**src/rtl/trs_pkg.sv**
```systemverilog
// Shared types for the trigger event status recorder.
// Assumes: the stored status word is 7 bits; bit 7 of the host byte is live.
package trs_pkg;
    localparam int SEQ_SHOWN = 4;

    typedef struct packed {
        logic                 early;   // event came before previous acknowledge
        logic                 fast;    // fast trigger fired
        logic                 slow;    // slow trigger fired
        logic [SEQ_SHOWN-1:0] seq;     // low bits of the sequence counter
    } status_t;

    localparam int STATUS_W = $bits(status_t);
endpackage

```
**src/rtl/trs_cmd_ctrl.sv**
```systemverilog
// Command decoder: holds the trigger enable and emits one-cycle clear and
// acknowledge pulses from the least significant byte of a host write.
// Assumes: wr_stb_i is high for one cycle per host write.
module trs_cmd_ctrl (
    input  logic        clk,
    input  logic        rst_n,
    input  logic        wr_stb_i,
    input  logic [31:0] wdata_i,
    output logic        enable_o,
    output logic        clear_o,
    output logic        ack_o
);
    logic enable_q;
    logic unused_cmd_bits;

    // Upper bus bits and the remaining command bits carry no function here.
    assign unused_cmd_bits = ^{wdata_i[31:8], wdata_i[7:2]};

    // Clearing happens only on an off-to-on transition of the enable.
    assign clear_o = wr_stb_i && wdata_i[0] && !enable_q;
    assign ack_o   = wr_stb_i && wdata_i[1];

    // Enable register follows bit 0 of every write.
    always_ff @(posedge clk) begin
        if (!rst_n)
            enable_q <= 1'b0;
        else if (wr_stb_i)
            enable_q <= wdata_i[0];
    end

    assign enable_o = enable_q;

    a_r2_clear_enables: assert property (@(posedge clk) disable iff (!rst_n)
        clear_o |=> enable_o);
endmodule

```
**src/rtl/trs_event_gen.sv**
```systemverilog
// Event generator: accepts triggers, times the active-low event clock,
// numbers events, tracks the acknowledge handshake and counts all triggers.
// Assumes: trigger inputs are synchronous to clk; EVT_LOW >= 1.
module trs_event_gen
    import trs_pkg::*;
#(
    parameter int EVT_LOW = 2,
    parameter int CNT_W   = 32,
    parameter int SEQ_W   = 8
) (
    input  logic             clk,
    input  logic             rst_n,
    input  logic             enable_i,
    input  logic             clear_i,
    input  logic             ack_i,
    input  logic             fast_i,
    input  logic             slow_i,
    output logic             evt_clk_n_o,
    output logic             push_o,
    output status_t          status_o,
    output logic [CNT_W-1:0] total_o,
    output logic [SEQ_SHOWN-1:0] seq_o
);
    localparam int TMR_W = (EVT_LOW > 1) ? $clog2(EVT_LOW) : 1;
    localparam logic [TMR_W-1:0] TMR_LOAD = TMR_W'(EVT_LOW - 1);

    logic             evt_clk_n_q;
    logic [TMR_W-1:0] tmr_q;
    logic [SEQ_W-1:0] seq_q;
    logic [CNT_W-1:0] total_q;
    logic             pending_q;
    logic             push_q;
    status_t          status_q;
    logic             any_trig;
    logic             accept;
    logic             early;

    assign any_trig = fast_i || slow_i;
    assign accept   = enable_i && any_trig && evt_clk_n_q;
    // A same-cycle acknowledge retires the previous event first.
    assign early    = pending_q && !ack_i;

    // Event clock timer: low for EVT_LOW cycles after each accepted trigger.
    always_ff @(posedge clk) begin
        if (!rst_n) begin
            evt_clk_n_q <= 1'b1;
            tmr_q       <= '0;
        end else if (accept) begin
            evt_clk_n_q <= 1'b0;
            tmr_q       <= TMR_LOAD;
        end else if (tmr_q != '0) begin
            tmr_q <= tmr_q - 1'b1;
        end else begin
            evt_clk_n_q <= 1'b1;
        end
    end

    // Sequence counter: advances once per accepted event.
    always_ff @(posedge clk) begin
        if (!rst_n || clear_i)
            seq_q <= '0;
        else if (accept)
            seq_q <= seq_q + 1'b1;
    end

    // Trigger counter: every trigger while enabled, busy or not.
    always_ff @(posedge clk) begin
        if (!rst_n || clear_i)
            total_q <= '0;
        else if (enable_i && any_trig)
            total_q <= total_q + 1'b1;
    end

    // Pending flag: set by an event, cleared by the host acknowledge.
    always_ff @(posedge clk) begin
        if (!rst_n || clear_i)
            pending_q <= 1'b0;
        else if (accept)
            pending_q <= 1'b1;
        else if (ack_i)
            pending_q <= 1'b0;
    end

    // Status capture: aligned with the falling edge of the event clock.
    always_ff @(posedge clk) begin
        if (!rst_n) begin
            push_q   <= 1'b0;
            status_q <= '0;
        end else begin
            push_q <= accept;
            if (accept) begin
                status_q.early <= early;
                status_q.fast  <= fast_i;
                status_q.slow  <= slow_i;
                status_q.seq   <= seq_q[SEQ_SHOWN-1:0];
            end
        end
    end

    assign evt_clk_n_o = evt_clk_n_q;
    assign push_o      = push_q;
    assign status_o    = status_q;
    assign total_o     = total_q;
    assign seq_o       = seq_q[SEQ_SHOWN-1:0];

    a_r4_push_on_fall: assert property (@(posedge clk) disable iff (!rst_n)
        push_q |-> $fell(evt_clk_n_q));

    a_r3_idle_when_off: assert property (@(posedge clk) disable iff (!rst_n)
        (!enable_i && evt_clk_n_q) |=> evt_clk_n_q);

    a_r8_total_step: assert property (@(posedge clk) disable iff (!rst_n)
        !clear_i |=> (total_q == $past(total_q) || total_q == $past(total_q) + 1'b1));

    generate
        if (EVT_LOW > 1) begin : g_hold
            a_r4_low_hold: assert property (@(posedge clk) disable iff (!rst_n)
                $fell(evt_clk_n_q) |=> !evt_clk_n_q);
        end
    endgenerate
endmodule

```
**src/rtl/trs_status_fifo.sv**
```systemverilog
// Status FIFO: DEPTH entries of WIDTH bits, read data visible at the head.
// A push while full is dropped and noted in a sticky flag; a pop while
// empty is ignored. Assumes DEPTH is a power of two.
module trs_status_fifo #(
    parameter int DEPTH = 16,
    parameter int WIDTH = 7
) (
    input  logic             clk,
    input  logic             rst_n,
    input  logic             push_i,
    input  logic [WIDTH-1:0] din_i,
    input  logic             pop_i,
    output logic [WIDTH-1:0] dout_o,
    output logic             empty_o,
    output logic             full_o
);
    localparam int PTR_W = $clog2(DEPTH);
    localparam int LVL_W = $clog2(DEPTH + 1);

    logic [WIDTH-1:0] mem_q [DEPTH];
    logic [PTR_W-1:0] wr_ptr_q;
    logic [PTR_W-1:0] rd_ptr_q;
    logic [LVL_W-1:0] level_q;
    logic             overflow_q;
    logic             push_ok;
    logic             pop_ok;

    assign empty_o = (level_q == '0);
    assign full_o  = (level_q == LVL_W'(DEPTH));
    assign push_ok = push_i && !full_o;
    assign pop_ok  = pop_i && !empty_o;
    assign dout_o  = mem_q[rd_ptr_q];

    // Storage write: only accepted pushes reach the array.
    always_ff @(posedge clk) begin
        if (push_ok)
            mem_q[wr_ptr_q] <= din_i;
    end

    // Pointer and level bookkeeping.
    always_ff @(posedge clk) begin
        if (!rst_n) begin
            wr_ptr_q <= '0;
            rd_ptr_q <= '0;
            level_q  <= '0;
        end else begin
            if (push_ok)
                wr_ptr_q <= wr_ptr_q + 1'b1;
            if (pop_ok)
                rd_ptr_q <= rd_ptr_q + 1'b1;
            case ({push_ok, pop_ok})
                2'b10:   level_q <= level_q + 1'b1;
                2'b01:   level_q <= level_q - 1'b1;
                default: level_q <= level_q;
            endcase
        end
    end

    // Sticky overflow: records that at least one status byte was lost.
    always_ff @(posedge clk) begin
        if (!rst_n)
            overflow_q <= 1'b0;
        else if (push_i && full_o)
            overflow_q <= 1'b1;
    end

    always_comb begin
        a_r9_level_range: assert (!rst_n || level_q <= LVL_W'(DEPTH));
    end

    a_r9_full_kept: assert property (@(posedge clk) disable iff (!rst_n)
        (full_o && !pop_i) |=> (full_o && overflow_q == ($past(overflow_q) || $past(push_i))));

    a_r7_empty_hold: assert property (@(posedge clk) disable iff (!rst_n)
        (empty_o && !push_i) |=> empty_o);
endmodule

```
**src/rtl/trig_status_recorder.sv**
```systemverilog
// Top level: wires the command decoder, event generator and status FIFO
// to a 32-bit chip-select bus. Address bit 3 picks status (0) or
// counter (1). Assumes single-cycle read and write strobes.
module trig_status_recorder #(
    parameter int FIFO_DEPTH = 16,
    parameter int EVT_LOW    = 2,
    parameter int SEQ_W      = 8
) (
    input  logic        clk,
    input  logic        rst_n,
    input  logic        fast_trig_i,
    input  logic        slow_trig_i,
    input  logic        cs_i,
    input  logic        wr_i,
    input  logic        rd_i,
    input  logic        addr3_i,
    input  logic [31:0] wdata_i,
    output logic [31:0] rdata_o,
    output logic        evt_clk_n_o,
    output logic [3:0]  evt_sync_o
);
    import trs_pkg::*;

    localparam int CNT_W = 32;

    logic             wr_stb;
    logic             rd_any;
    logic             rd_status;
    logic             enable;
    logic             clear;
    logic             ack;
    logic             push;
    status_t          status_in;
    logic [STATUS_W-1:0] head;
    logic             empty;
    logic             full;
    logic [CNT_W-1:0] total;
    logic             unused_full;

    assign wr_stb      = cs_i && wr_i;
    assign rd_any      = cs_i && rd_i;
    assign rd_status   = rd_any && !addr3_i;
    assign unused_full = full;

    trs_cmd_ctrl u_cmd (
        .clk      (clk),
        .rst_n    (rst_n),
        .wr_stb_i (wr_stb),
        .wdata_i  (wdata_i),
        .enable_o (enable),
        .clear_o  (clear),
        .ack_o    (ack)
    );

    trs_event_gen #(
        .EVT_LOW (EVT_LOW),
        .CNT_W   (CNT_W),
        .SEQ_W   (SEQ_W)
    ) u_evt (
        .clk         (clk),
        .rst_n       (rst_n),
        .enable_i    (enable),
        .clear_i     (clear),
        .ack_i       (ack),
        .fast_i      (fast_trig_i),
        .slow_i      (slow_trig_i),
        .evt_clk_n_o (evt_clk_n_o),
        .push_o      (push),
        .status_o    (status_in),
        .total_o     (total),
        .seq_o       (evt_sync_o)
    );

    trs_status_fifo #(
        .DEPTH (FIFO_DEPTH),
        .WIDTH (STATUS_W)
    ) u_fifo (
        .clk     (clk),
        .rst_n   (rst_n),
        .push_i  (push),
        .din_i   (status_in),
        .pop_i   (rd_status),
        .dout_o  (head),
        .empty_o (empty),
        .full_o  (full)
    );

    // Host read mux: counter word or status byte with live empty flag.
    always_comb begin
        rdata_o = '0;
        if (rd_any) begin
            if (addr3_i)
                rdata_o = total;
            else
                rdata_o = {24'b0, empty, (empty ? {STATUS_W{1'b0}} : head)};
        end
    end

    a_r7_empty_popless: assert property (@(posedge clk) disable iff (!rst_n)
        (rd_status && empty && !push) |=> empty);
endmodule

```
**config.mk**
```make
export PLATFORM = sky130hd
export DESIGN_NAME = trig_status_recorder
export DESIGN_NICKNAME = d
export VERILOG_FILES = /design/src/rtl/trs_pkg.sv /design/src/rtl/trs_cmd_ctrl.sv /design/src/rtl/trs_event_gen.sv /design/src/rtl/trs_status_fifo.sv /design/src/rtl/trig_status_recorder.sv
export SDC_FILE = /design/constraint.sdc
export NUM_CORES = 1
export LEC_CHECK = 0
export ABC_AREA = 1
export ABC_CLOCK_PERIOD_IN_PS = 3400
export BUFFER_PORTS_ARGS = -buffer_cell sky130_fd_sc_hd__clkbuf_2
export CORE_MARGIN = 1.5
export CORE_UTILIZATION = 45
export DETAILED_ROUTE_END_ITERATION = 8
export GPL_TIMING_DRIVEN = 0
export PLACE_DENSITY = 0.67
export SYNTH_ARGS = -nofsm -noshare
export SYNTH_HDL_FRONTEND = slang
export SYNTH_SLANG_ARGS = --single-unit
```
**constraint.sdc**
```tcl
create_clock -name clk -period 3.4 [get_ports clk]
set_input_delay 0.34 -clock clk [delete_from_list [all_inputs] [get_ports clk]]
set_output_delay 0.34 -clock clk [all_outputs]
set_load 0.02 [all_outputs]
```
# After elaboration in Yosys (flattened, before gate mapping)
# Memory sizes are Yosys's and may differ from the RTL's. A register that Yosys moved wholly into a read port is not among the register bits.
# Index checks and enable logic that the tools add are counted.
[word_totals]
regBits = 65
in_bits = 40
mem_count = 1
romBits = 0
wordCells = 62
output_inout_bits = 37
ram_bits = 112
latchBits = 0
[mem_list]
columns = ["memory", "words", "word_bits", "read_ports", "rd_ports_with_merged_regs", "write_ports", "line_no", "text"]
rows = [
  ["u_fifo.mem_q", 16, 7, 1, 1, 1, "trs_status_fifo.sv:20", "logic [WIDTH-1:0] mem_q [DEPTH];"],
]
[classes]
shifts = 0
n_reduce_logical = 22
eq_ne = 4
div_mod_pow = 0
n_mux = 14
addsub = 7
order_cmp = 0
n_bitwise = 0
mul = 0
[ops]
columns = ["op", "count"]
rows = [
  ["2-to-1 mux 32 bit", 2],
  ["adder 32 x 1 -> 32 bit (second input constant)", 1],
  ["logical AND 1 bit", 11],
  ["case mux 5 bit (2 select lines)", 1],
  ["adder 4 x 1 -> 4 bit (second input constant)", 2],
  ["adder 8 x 1 -> 8 bit (second input constant)", 1],
  ["2-to-1 mux 1 bit", 8],
  ["2-to-1 mux 4 bit", 2],
  ["2-to-1 mux 7 bit", 1],
  ["logical NOT 1 bit", 6],
  ["adder 5 x 1 -> 5 bit (second input constant)", 1],
  ["equality test 5 bit (second input constant)", 1],
  ["logical NOT 5 bit", 1],
  ["subtractor 5 x 1 -> 5 bit (second input constant)", 1],
  ["nonzero test 2 bit", 2],
  ["equality test 2 x 1 -> 1 bit (second input constant)", 1],
  ["equality test 2 bit (second input constant)", 1],
  ["logical OR 1 bit", 2],
  ["!= test 2 bit (second input constant)", 1],
  ["subtractor 1 bit (second input constant)", 1],
]

# Longest topological paths before layout
# Gate-level depths: netlist (run 1).
[depth]
ltp_word = 5
mapped_depth = 16
ltp_nobuf = 15

# Modules after synthesis
# A second synthesis (run 1) with hierarchy kept.
[hier_totals]
hier_cells = 905
hier_area_um2 = 8356.8
[modules_own_cells]
columns = ["mod", "instances", "cells_per_inst", "seq_area_each_um2", "area_each_um2"]
rows = [
  ["trs_status_fifo", 1, 432, 3703.6, 5427.7],
  ["trs_event_gen", 1, 363, 920.9, 2417.3],
  ["trig_status_recorder", 1, 101, 0.0, 454.2],
  ["trs_cmd_ctrl", 1, 9, 20.0, 57.6],
]

# Worst setup path before layout (run 1)
# OpenSTA, ideal clock, no wires.
[synth_path]
path_kind = "in2reg"
start = "in addr3_i"
end = "reg u_fifo.level_q[4]"
cell_stages = 16
slack_ns = 1.399
path_buffers = 2
setup_ns = 0.109
arrival_time_ns = 1.892
t_required_ns = 3.291
path_cell_list = "clkbuf_1 nor2_1 nand2_2 inv_2 buf_6 ha_1 xor2_1 ha_1 inv_1 nand2_2 nand2_1 nand2_1 nand2_1 nand3_1 nand2_1 inv_1"
[synth_between]
elab_chain_len = 5
word_cells_on_any_way = 7
classes_between = "eq/ne (2); mux (1); reduce/logical (4)"
[synth_rtl]
columns = ["element", "line_no", "text"]
rows = [
  ["start, declared", "trig_status_recorder.sv:16", "input logic addr3_i,"],
  ["logical NOT 1 bit (*)", "trig_status_recorder.sv:42", "assign rd_status = rd_any && !addr3_i;"],
  ["logical AND 1 bit (*)", "trig_status_recorder.sv:42", ""],
  ["logical AND 1 bit (*)", "trs_status_fifo.sv:31", "assign pop_ok = pop_i && !empty_o;"],
  ["named net u_fifo.pop_ok", "trs_status_fifo.sv:26", "logic pop_ok;"],
  ["equality test 2 x 1 -> 1 bit or equality test 2 bit (tied branches)", "trs_status_fifo.sv:51", "case ({push_ok, pop_ok})"],
  ["case mux 5 bit (2 select lines) or nonzero test 2 bit (tied branches)", "--", ""],
  ["end signal, assigned", "trs_status_fifo.sv:52", "2'b10: level_q <= level_q + 1'b1;"],
  ["end signal, assigned", "trs_status_fifo.sv:53", "2'b01: level_q <= level_q - 1'b1;"],
  ["end signal, assigned", "trs_status_fifo.sv:54", "default: level_q <= level_q;"],
  ["end, declared", "trs_status_fifo.sv:23", "logic [LVL_W-1:0] level_q;"],
]
# The timed path passes the listed nets; every way through them passes the cells marked *.
# A chain may end at the register's enable or synchronous reset.

==> results of run 1 <==
-- final timing paths --
| path | start | endpoint | slack, ns | cells after the start |
|---|---|---|---|---|
| min reg2reg | u_evt.total_o[31] | u_evt.total_o[31] | 0.48 | 2 |
| min | wdata_i[0] | u_cmd.enable_o | 0.15 | 3 |
| max reg2reg | u_fifo.level_q[1] | u_fifo.level_q[4] | 1.10 | 16 |
| max | flip-flop | rdata_o[1] | 0.53 | 7 |
-- cells in the mapped netlist (4+ instances only) --
cell type | instances | area share (%)
sky130_fd_sc_hd__a21oi_1 | 42 | 2.6
sky130_fd_sc_hd__inv_2 | 4 | 0.19
sky130_fd_sc_hd__clkbuf_1 | 11 | 0.52
sky130_fd_sc_hd__buf_2 | 14 | 0.88
sky130_fd_sc_hd__nand2_2 | 7 | 0.55
sky130_fd_sc_hd__nand2_1 | 132 | 6.2
sky130_fd_sc_hd__dfxtp_1 | 64 | 16
sky130_fd_sc_hd__ha_1 | 10 | 1.6
sky130_fd_sc_hd__xor2_1 | 9 | 0.99
sky130_fd_sc_hd__o211ai_1 | 10 | 0.94
sky130_fd_sc_hd__nor3_1 | 37 | 2.3
sky130_fd_sc_hd__edfxtp_1 | 112 | 42
sky130_fd_sc_hd__nor2_1 | 146 | 6.9
sky130_fd_sc_hd__inv_1 | 69 | 3.3
sky130_fd_sc_hd__nor2_2 | 4 | 0.31
sky130_fd_sc_hd__o21ai_1 | 12 | 0.76
sky130_fd_sc_hd__o21ai_0 | 90 | 5.7
sky130_fd_sc_hd__nand4_1 | 14 | 1.1
sky130_fd_sc_hd__buf_1 | 4 | 0.19
sky130_fd_sc_hd__nand3_1 | 26 | 1.6
-- layout make-up --
cell class / instances / area, sq um
Fill cell: 1594 / 8280
Sequential cell: 176 / 4640
Multi-Input combinational cell: 575 / 2860
Clock buffer: 19 / 443
Inverter: 76 / 288
Tap cell: 225 / 282
Timing Repair Buffer: 45 / 225
Buffer: 33 / 160
Clock inverter: 13 / 119
-- worst reg2reg max path, stage by stage (launching register included) --
cell                      delay, ns
sky130_fd_sc_hd__dfxtp_1       0.37
sky130_fd_sc_hd__nor2_1        0.16
sky130_fd_sc_hd__nand3_1       0.17
sky130_fd_sc_hd__nand2_2       0.20
sky130_fd_sc_hd__inv_2         0.06
sky130_fd_sc_hd__buf_6         0.15
sky130_fd_sc_hd__ha_1          0.25
sky130_fd_sc_hd__xor2_1        0.17
sky130_fd_sc_hd__ha_1          0.18
sky130_fd_sc_hd__inv_1         0.06
sky130_fd_sc_hd__nand2_2       0.07
sky130_fd_sc_hd__nand2_1       0.08
sky130_fd_sc_hd__nand2_1       0.06
sky130_fd_sc_hd__nand2_1       0.05
sky130_fd_sc_hd__nand3_1       0.06
sky130_fd_sc_hd__nand2_1       0.06
sky130_fd_sc_hd__inv_1         0.03
-- stage by stage --
step,worst slack [ns],cells,hold slack [ns],area (sq um)
floorplan,1.40,860,0.444,7950
global placement,0.987,1130,0.454,8460
detailed placement,0.988,1130,0.467,8460
CTS,0.547,1162,0.144,9020
global route,0.362,1162,0.164,9020
finish,0.527,1162,0.155,9020
-- metal layers --
layer	global-route usage, %	share of wire [%]	vias up	wire length, microns
li1	-	-	3065	-
met1	31.2	47	2862	9210
met2	34.1	45	198	8870
met3	4.06	5.7	27	1120
met4	7.68	1.7	0	330
met5	0	0	-	0
-- flip-flops by register name (all words and copies together) (netlist names), named ones only --
register           cells
u_evt.pending_q        1
u_fifo.wr_ptr_q        4
u_evt.seq_q            4
u_fifo.level_q         5
u_fifo.mem_q         112
u_evt.evt_clk_n_o      1
u_evt.total_o         32
u_evt.status_o         7
u_fifo.rd_ptr_q        4
u_cmd.enable_o         1
u_evt.push_o           1
-- power by group through the flow --
stage                     Clock (mW)  Sequential, mW  Combinational, mW
after global placement             0            2.33              0.209
after floorplan                    0            2.33              0.143
after CTS                       1.89            2.29              0.212
after detailed placement           0            2.34              0.211
after global routing            1.98            2.29              0.236
final                           1.87            2.29              0.213
-- logic make-up (layout without fill, tap and decap cells) --
| logic type | after synthesis | after routing | synth area share [%] |
|---|---|---|---|
| AOI/OAI and AO/OA | 168 | 168 | 11.5 |
| xor gates and xnor gates | 10 | 10 | 1.10 |
| adders and majority gates | 10 | 10 | 1.57 |
| buffers and inverters | 109 | 186 | 5.63 |
| DFF | 176 | 176 | 58.4 |
| muxes | 3 | 3 | 0.378 |
| and+or+nand+nor | 384 | 384 | 21.4 |
==> summary.txt, run 1 <==
Yosys
  – Synthesized instance count: between 800 and 900
  – Count of flip-flops with a built-in enable after synthesis: roughly 110
  – Total number of yosys warnings: 0
  – Post-synthesis cell type count: 43
  – Nets in the synthesized netlist: between 900 and 1000
  – Mapped Area: between 0.007 and 0.008 sq mm
  – FFs w/ async S/R, synth: 0%
  – Proportion of synthesized chip area in sequential cells: between 50% and 60%
  – Prevailing post-synth register cell: sky130_fd_sc_hd__edfxtp_1
  – Flip-flop and latch count after synthesis: ~180
  – Syn avg cell area: 9.25 sq um

Clock network
  – Post-CTS Setup Inserts: 0
  – H-tree depth: 4
  – CTS max path bufs: 2
  – CTS Buf Count: 17
  – Clock tree from TritonCTS: yes
  – Hold-fix buffer count after cts: 0
  – Clock slew seen by the registers of the worst setup and hold paths: ~0.07 ns
  – Clock root buffer: sky130_fd_sc_hd__clkbuf_16
  – Resized cells post-CTS: 0
  – Clock latency reported for the late side of the worst-skew pair: 0.44 ns
  – Clk sink count: 176

Power
  – Logic pwr share: 4.9%
  – Maximum VDD drop: between 300 and 400 uV
  – Clock group share of total power: a little over two fifths
  – Fraction of power consumed by sequential logic: 52.3%
  – Power dissipated by switching net loads: a little over 1 mW
  – Ratio of total power to cell area: roughly 490 mW/mm^2
  – Internal portion of total power: between 3 and 4 mW
  – Power consumption: approximately 4.4 mW
  – LEAKAGE: between 3 and 4 nW
  – Switching power as a share of total power: about a quarter

Floorplan
  – Core area: about 0.017 sq mm
  – Horizontal extent of the die: about 140 microns
  – Die Outline Area: approximately 0.018 sq mm
  – Cell row count: between 40 and 50
  – Number of top-level design ports: 77
  – Vertical die dimension: around 140 microns
  – Starting utilization of the core area: a little under half

Setup path
  – Cell type group with the largest total delay on the critical path: buffers and inverters
  – Critical path fanouts, max: 10
  – Crit-path cells: clkbuf_1 > buf_1 > o21ai_0 > nand2_1 > nand3_1 > o21ai_1 > clkbuf_2
  – Critical path's largest stage delay: between 0.4 and 0.5 ns
  – Arrival time at the worst endpoint: around 2.5 ns
  – Type of the setup path with the least slack: reg -> out
  – Worst Setup End Kind: output port
  – Critical path required time: about 3.1 ns
  – Kind of start point of the critical path: flip-flop
  – Critical-path top delay cell: sky130_fd_sc_hd__clkbuf_1
  – Count of buffering cells on the critical path with inverters included: 3

Drt
  – Number of design rule violations left after detail routing: 0
  – Post-DR wirelength/cell: 16.8 microns
  – Overall routed net length: slightly below 20000 microns
  – Post-detailed-route via-to-cell ratio: around 5.3
  – Number of violations reported at the end of detailed-routing iteration 0: 637
  – Vias after detailed routing: slightly above 6000
  – Post-detailed-route count of antenna-violating nets: 0
  – Iteration count of the initial detailed-routing pass: 5

STA
  – Final hold vios: 0
  – Skew final: approximately 0.011 ns
  – Worst slew slack as a fraction of its limit: 46.3%
  – Worst Max-Slew Pin Slew: approximately 0.8 ns
  – Share of the clock period used by the worst path: about 84%
  – Setup Viol. Count Final: 0
  – Timing-limited maximum frequency: 0.348 GHz
  – Setup TNS after final layout: 0 ns
  – Min Clock Period, post-route: approximately 2.9 ns
  – Unrepaired setup endpoints after global routing: no
  – Count of pins over their slew limit: 0

Layout
  – Share of final-layout standard cells stronger than drive strength 1: a little over an eighth
  – Most common cell after layout, fill and taps aside: sky130_fd_sc_hd__nor2_1
  – Number of antenna repair diodes: 0
  – Final core occ: between 50% and 60%
  – Layout area overhead: 13.4%
  – Most frequent cells in the layout: 146 x sky130_fd_sc_hd__nor2_1, 132 x sky130_fd_sc_hd__nand2_1, 112 x sky130_fd_sc_hd__edfxtp_1, 90 x sky130_fd_sc_hd__o21ai_0, 69 x sky130_fd_sc_hd__inv_1
  – Total number of nets in the final design: a little under 1000

Global route
  – Final global-route overflow total: 0
  – Largest net degree at the start of global routing: 18
  – Antenna violations before repair: 0
  – Aggregate global-route resource usage: between 20 and 25%
  – Number of global-route vias before repair: between 5000 and 6000
  – Global-route wire length before repair: 30400 microns

Placement
  – Estimated wirelength of the detail-placed design: about 14000 microns
  – Routability cong.: 0.890
  – IO buf count: 45

Job
  – Max-cap violation count: 0

Outcome
  – Run status: finished clean

Min path
  – Worst min path class: in -> reg
Note: power is estimated with default switching activity, not from simulation.
==> run 2, diff against run 1 <==
--- a/config.mk
+++ b/config.mk
@@ -5,14 +5,14 @@
 export SDC_FILE = /design/constraint.sdc
 export NUM_CORES = 1
 export LEC_CHECK = 0
-export ABC_AREA = 1
-export ABC_CLOCK_PERIOD_IN_PS = 3400
+export ABC_AREA = 0
+export ABC_CLOCK_PERIOD_IN_PS = 2600
 export BUFFER_PORTS_ARGS = -buffer_cell sky130_fd_sc_hd__clkbuf_2
 export CORE_MARGIN = 1.5
 export CORE_UTILIZATION = 45
 export DETAILED_ROUTE_END_ITERATION = 8
 export GPL_TIMING_DRIVEN = 0
-export PLACE_DENSITY = 0.67
+export PLACE_DENSITY = 0.7
 export SYNTH_ARGS = -nofsm -noshare
 export SYNTH_HDL_FRONTEND = slang
 export SYNTH_SLANG_ARGS = --single-unit
==> constraint.sdc (replaced) <==
create_clock -name clk -period 2.6 [get_ports clk]
set_input_delay 0.26 -clock clk [delete_from_list [all_inputs] [get_ports clk]]
set_output_delay 0.26 -clock clk [all_outputs]
set_load 0.02 [all_outputs]
==> run 2 against run 1 <==
Compared with the run above:
- the flow now finishes with violations (setup timing)
- core utilization increased by 2.0 points
- die area fell by 5.5%
- via count decreased by 23%
- largest power group unchanged
- non-clock buffer count increased by 8
==> summary.txt, run 2 <==
STA
  – Worst slew slack as a fraction of its limit: 15.8% (-31 points)
  – Setup slack of the critical path after layout: -0.0227 ns (-0.550 ns)
  – Final Hold Slack: 0.0896 ns (-0.0654 ns)
  – Share of the clock period used by the worst path: 101%
  – Final hold vios: 0 (unchanged)
  – Setup Viol. Count Final: 3 (+3)
  – Skew final: 0.00625 ns (-0.00438 ns)
  – Count of pins over their slew limit: 0 (unchanged)
  – Timing-limited maximum frequency: 0.381 GHz
  – Min Clock Period, post-route: around 2.6 ns
  – Unrepaired setup endpoints after global routing: yes
  – Worst Max-Slew Pin Slew: 1.25 ns (+0.452 ns)

Drt
  – Post-detailed-route count of antenna-violating nets: 0 (unchanged)
  – Total routed wire length on the met1 layer: 6820 microns (-26%)
  – Routed wire length on met2: 8270 microns (-6.8%)
  – Number of design rule violations left after detail routing: 0 (unchanged)
  – Iteration count of the initial detailed-routing pass: 5 (unchanged)
  – Vias after detailed routing: 4725 (-23%)
  – Wire length on met3: 810 microns (-28%)
  – Overall routed net length: 16200 microns (-17%)
  – Number of violations reported at the end of detailed-routing iteration 0: 437 (-31%)
  – Top layer reached by signal wires: met4
  – Post-detailed-route via-to-cell ratio: 5.44 (+2.7%)
  – Post-DR wirelength/cell: 18.7 microns (+11%)

Clock network
  – Clock slew seen by the registers of the worst setup and hold paths: 0.06 ns (about the same)
  – CTS Buf Count: 17 (unchanged)
  – CTS max path bufs: 2 (unchanged)
  – Clock latency reported for the late side of the worst-skew pair: 0.43 ns (about the same)
  – Clock root buffer: sky130_fd_sc_hd__clkbuf_16
  – H-tree depth: 4 (unchanged)
  – Clk sink count: 176 (unchanged)
  – Clock tree from TritonCTS: yes
  – Hold-fix buffer count after cts: 0 (unchanged)

Yosys
  – Post-synth top area share: 44.8% (+2.5 points)
  – Cell type with the highest aggregate area in the netlist: sky130_fd_sc_hd__edfxtp_1
  – Syn avg cell area: 13.4 sq um (+45%)
  – Post-synthesis cell type count: 45 (+4.7%)
  – Total number of yosys warnings: 0 (unchanged)
  – Proportion of synthesized chip area in sequential cells: 61.9% (+3.5 points)
  – Flip-flop and latch count after synthesis: 176 (unchanged)
  – Synthesized instance count: 561 (-35%)
  – Mapped Area: 0.00751 sq mm (-5.6%)
  – Most instantiated library cell after synthesis: sky130_fd_sc_hd__edfxtp_1
  – Leading cell types by count after synthesis: 112 x sky130_fd_sc_hd__edfxtp_1, 77 x sky130_fd_sc_hd__nor2_1, 64 x sky130_fd_sc_hd__dfxtp_1
  – Area contributors post-synth: sky130_fd_sc_hd__edfxtp_1 45%, sky130_fd_sc_hd__dfxtp_1 17%, sky130_fd_sc_hd__mux4_2 4.8%
  – Count of flip-flops with a built-in enable after synthesis: 112 (unchanged)
  – FFs w/ async S/R, synth: 0% (unchanged)
  – Nets in the synthesized netlist: 611 (-33%)
  – Prevailing post-synth register cell: sky130_fd_sc_hd__edfxtp_1

Setup path
  – Arrival time at the worst endpoint: 2.36 ns (-0.17 ns)
  – Critical path required time: 2.34 ns (-0.72 ns)
  – Worst Setup End Kind: output port
  – Kind of start point of the critical path: flip-flop
  – Register-to-Register Setup Slack: 0 ns (-1.10 ns)
  – Start of the worst register-to-register path: u_fifo.level_q[2]
  – Type of the setup path with the least slack: reg -> out
  – Register-to-Register Path Depth: 12 (-4)
  – Critical path fanouts, max: 7 (-3)
  – Capture instance of the worst register-to-register path: u_fifo.level_q[4]

Layout
  – Share of final-layout standard cells stronger than drive strength 1: 22.8% (+9.6 points)
  – Layout area overhead: 18.9%
  – Number of antenna repair diodes: 0 (unchanged)
  – Most frequent cells in the layout: 112 x sky130_fd_sc_hd__edfxtp_1, 77 x sky130_fd_sc_hd__nor2_1, 60 x sky130_fd_sc_hd__dfxtp_1, 40 x sky130_fd_sc_hd__clkbuf_2, 37 x sky130_fd_sc_hd__nand2_1
  – Count of filler cells inserted in the layout: 1297 (-19%)
  – Final std cells w/o fill: 869 (-25%)
  – Reg with most FFs: u_fifo.mem_q
  – Post-route design area: 0.00892 sq mm (-1.1%)
  – Most common cell after layout, fill and taps aside: sky130_fd_sc_hd__edfxtp_1
  – Max reg flops: 112 (unchanged)
  – Total number of nets in the final design: 686 (-30%)

Min path
  – Worst min path class: in -> reg
  – Destination of the worst hold path: u_cmd.enable_o
  – Hold Path Cell Cnt: 3 (unchanged)
  – Startpoint of the worst hold path: wdata_i[0]

Floorplan
  – Number of top-level design ports: 77 (unchanged)
  – Cell row count: 47 (-2.1%)
  – Core area: 0.0165 sq mm (-4.8%)
  – Horizontal extent of the die: 132 microns (-2.8%)
  – Vertical die dimension: 132 microns (-2.8%)
  – Die Outline Area: 0.0175 sq mm (-5.5%)
  – Starting utilization of the core area: 45.6% (-0.39 points)

Power
  – LEAKAGE: 3.21 nW (+1.7%)
  – Maximum VDD drop: 483 uV (+35%)
  – Ratio of total power to cell area: 645 mW/mm^2 (+33%)
  – Power consumption: 5.75 mW (+32%)

Placement
  – DP Worst Slack: -0.399 ns (-1.39 ns)
  – Area after DPL: 0.00802 sq mm (-5.2%)
  – Placed cells: 827 (-27%)
  – IO buf count: 46 (+2.2%)
  – Routability cong.: 0.789 (-11%)
  – Estimated wirelength of the detail-placed design: 10700 microns (-23%)

Global route
  – Global-route wire length before repair: 25200 microns (-17%)
  – Final global-route overflow total: 0 (unchanged)
  – Aggregate global-route resource usage: 19.1% (-3.0 points)
  – Antenna violations before repair: 0 (unchanged)
  – Number of global-route vias before repair: 4716 (-15%)
  – Largest net degree at the start of global routing: 18 (unchanged)

Outcome
  – Violations in the final reports: setup timing
  – Run status: complete, but fails checks

Job
  – Max-cap violation count: 0 (unchanged)
run 2: changes by cell type in the layout (fill, tap and decap cells not counted), sizes merged, moves of 9 or more:
cell	change
a21oi	-26
and2	+27
and3	+9
inv	-76
mux4	+28
nand2	-103
nand3	-15
nor2	-75
nor3	-35
o21ai	-96
xor2	+24
run 2: cells by family after synthesis:
kind of cell	count (synthesis)	share of synthesized area (%)
compound gates	41	3.85
fa+ha+maj	10	1.67
mux	46	11.5
buf+inv	36	2.23
flops	176	61.9
xor+xnor	42	4.90
simple gates	210	14.0
run 2: metrics by stage:
stage                     utilization (%)  setup TNS (ns)
after floorplan                         -               0
final                                54.2         -0.0306
after global placement               48.7          -0.265
after CTS                            53.5          -0.138
after global routing                 54.2          -0.548
after detailed placement             48.7           -1.22
run 2: timing repair:
item / CTS / global route
buffers inserted: 6 / 3
resized for setup: 37 / 31
gates cloned: 1 / 2
pin swaps: 6 / 7
setup endpoints to repair: 23 / 22
run 2: critical path: stages (launching register included):
cell,delay (ns)
sky130_fd_sc_hd__dfxtp_2,0.36
sky130_fd_sc_hd__buf_12,0.15
sky130_fd_sc_hd__buf_12,0.13
sky130_fd_sc_hd__mux4_2,0.54
sky130_fd_sc_hd__mux2i_2,0.20
sky130_fd_sc_hd__nor2_1,0.09
sky130_fd_sc_hd__a221o_1,0.30
sky130_fd_sc_hd__buf_6,0.14
run 2: where the power goes:
group,internal (mW),total (mW),leakage (nW),switching [mW]
registers,2.95,2.96,1.60,0.0128
logic,0.0274,0.0833,1.31,0.0559
clock network,1.69,2.71,0.295,1.02
run 2: final cells by class:
cell class              count  area (sq um)  share of cell area (%)
plain buffers              28           204                    2.29
clock buffers              20           437                    4.89
clock inverters            12           190                    2.13
inverters                   6          22.5                   0.252
multi-input cells         349          2740                    30.7
flip-flops and latches    176          4650                    52.1
well taps                 220           275                    3.08
repair buffers             58           408                    4.57
run 2: worst max path at each step:
| stage | from | to | cells past startpoint |
|---|---|---|---|
| after global placement | u_fifo.level_q[0] | u_fifo.level_q[4] | 11 |
| final | flip-flop | rdata_o[3] | 7 |
| after floorplan | u_fifo.level_q[1] | u_fifo.level_q[4] | 12 |
| after global routing | flip-flop | rdata_o[3] | 7 |
| after CTS | flip-flop | rdata_o[3] | 7 |
| after detailed placement | u_fifo.level_q[0] | u_fifo.level_q[4] | 11 |
run 2: per-layer routing:
metal | track usage [%] | vias to the layer above
li1 | - | 2205
met1 | 23.1 | 2353
met2 | 33.4 | 148
met3 | 3.92 | 19
met4 | 7.41 | 0
met5 | 0 | -
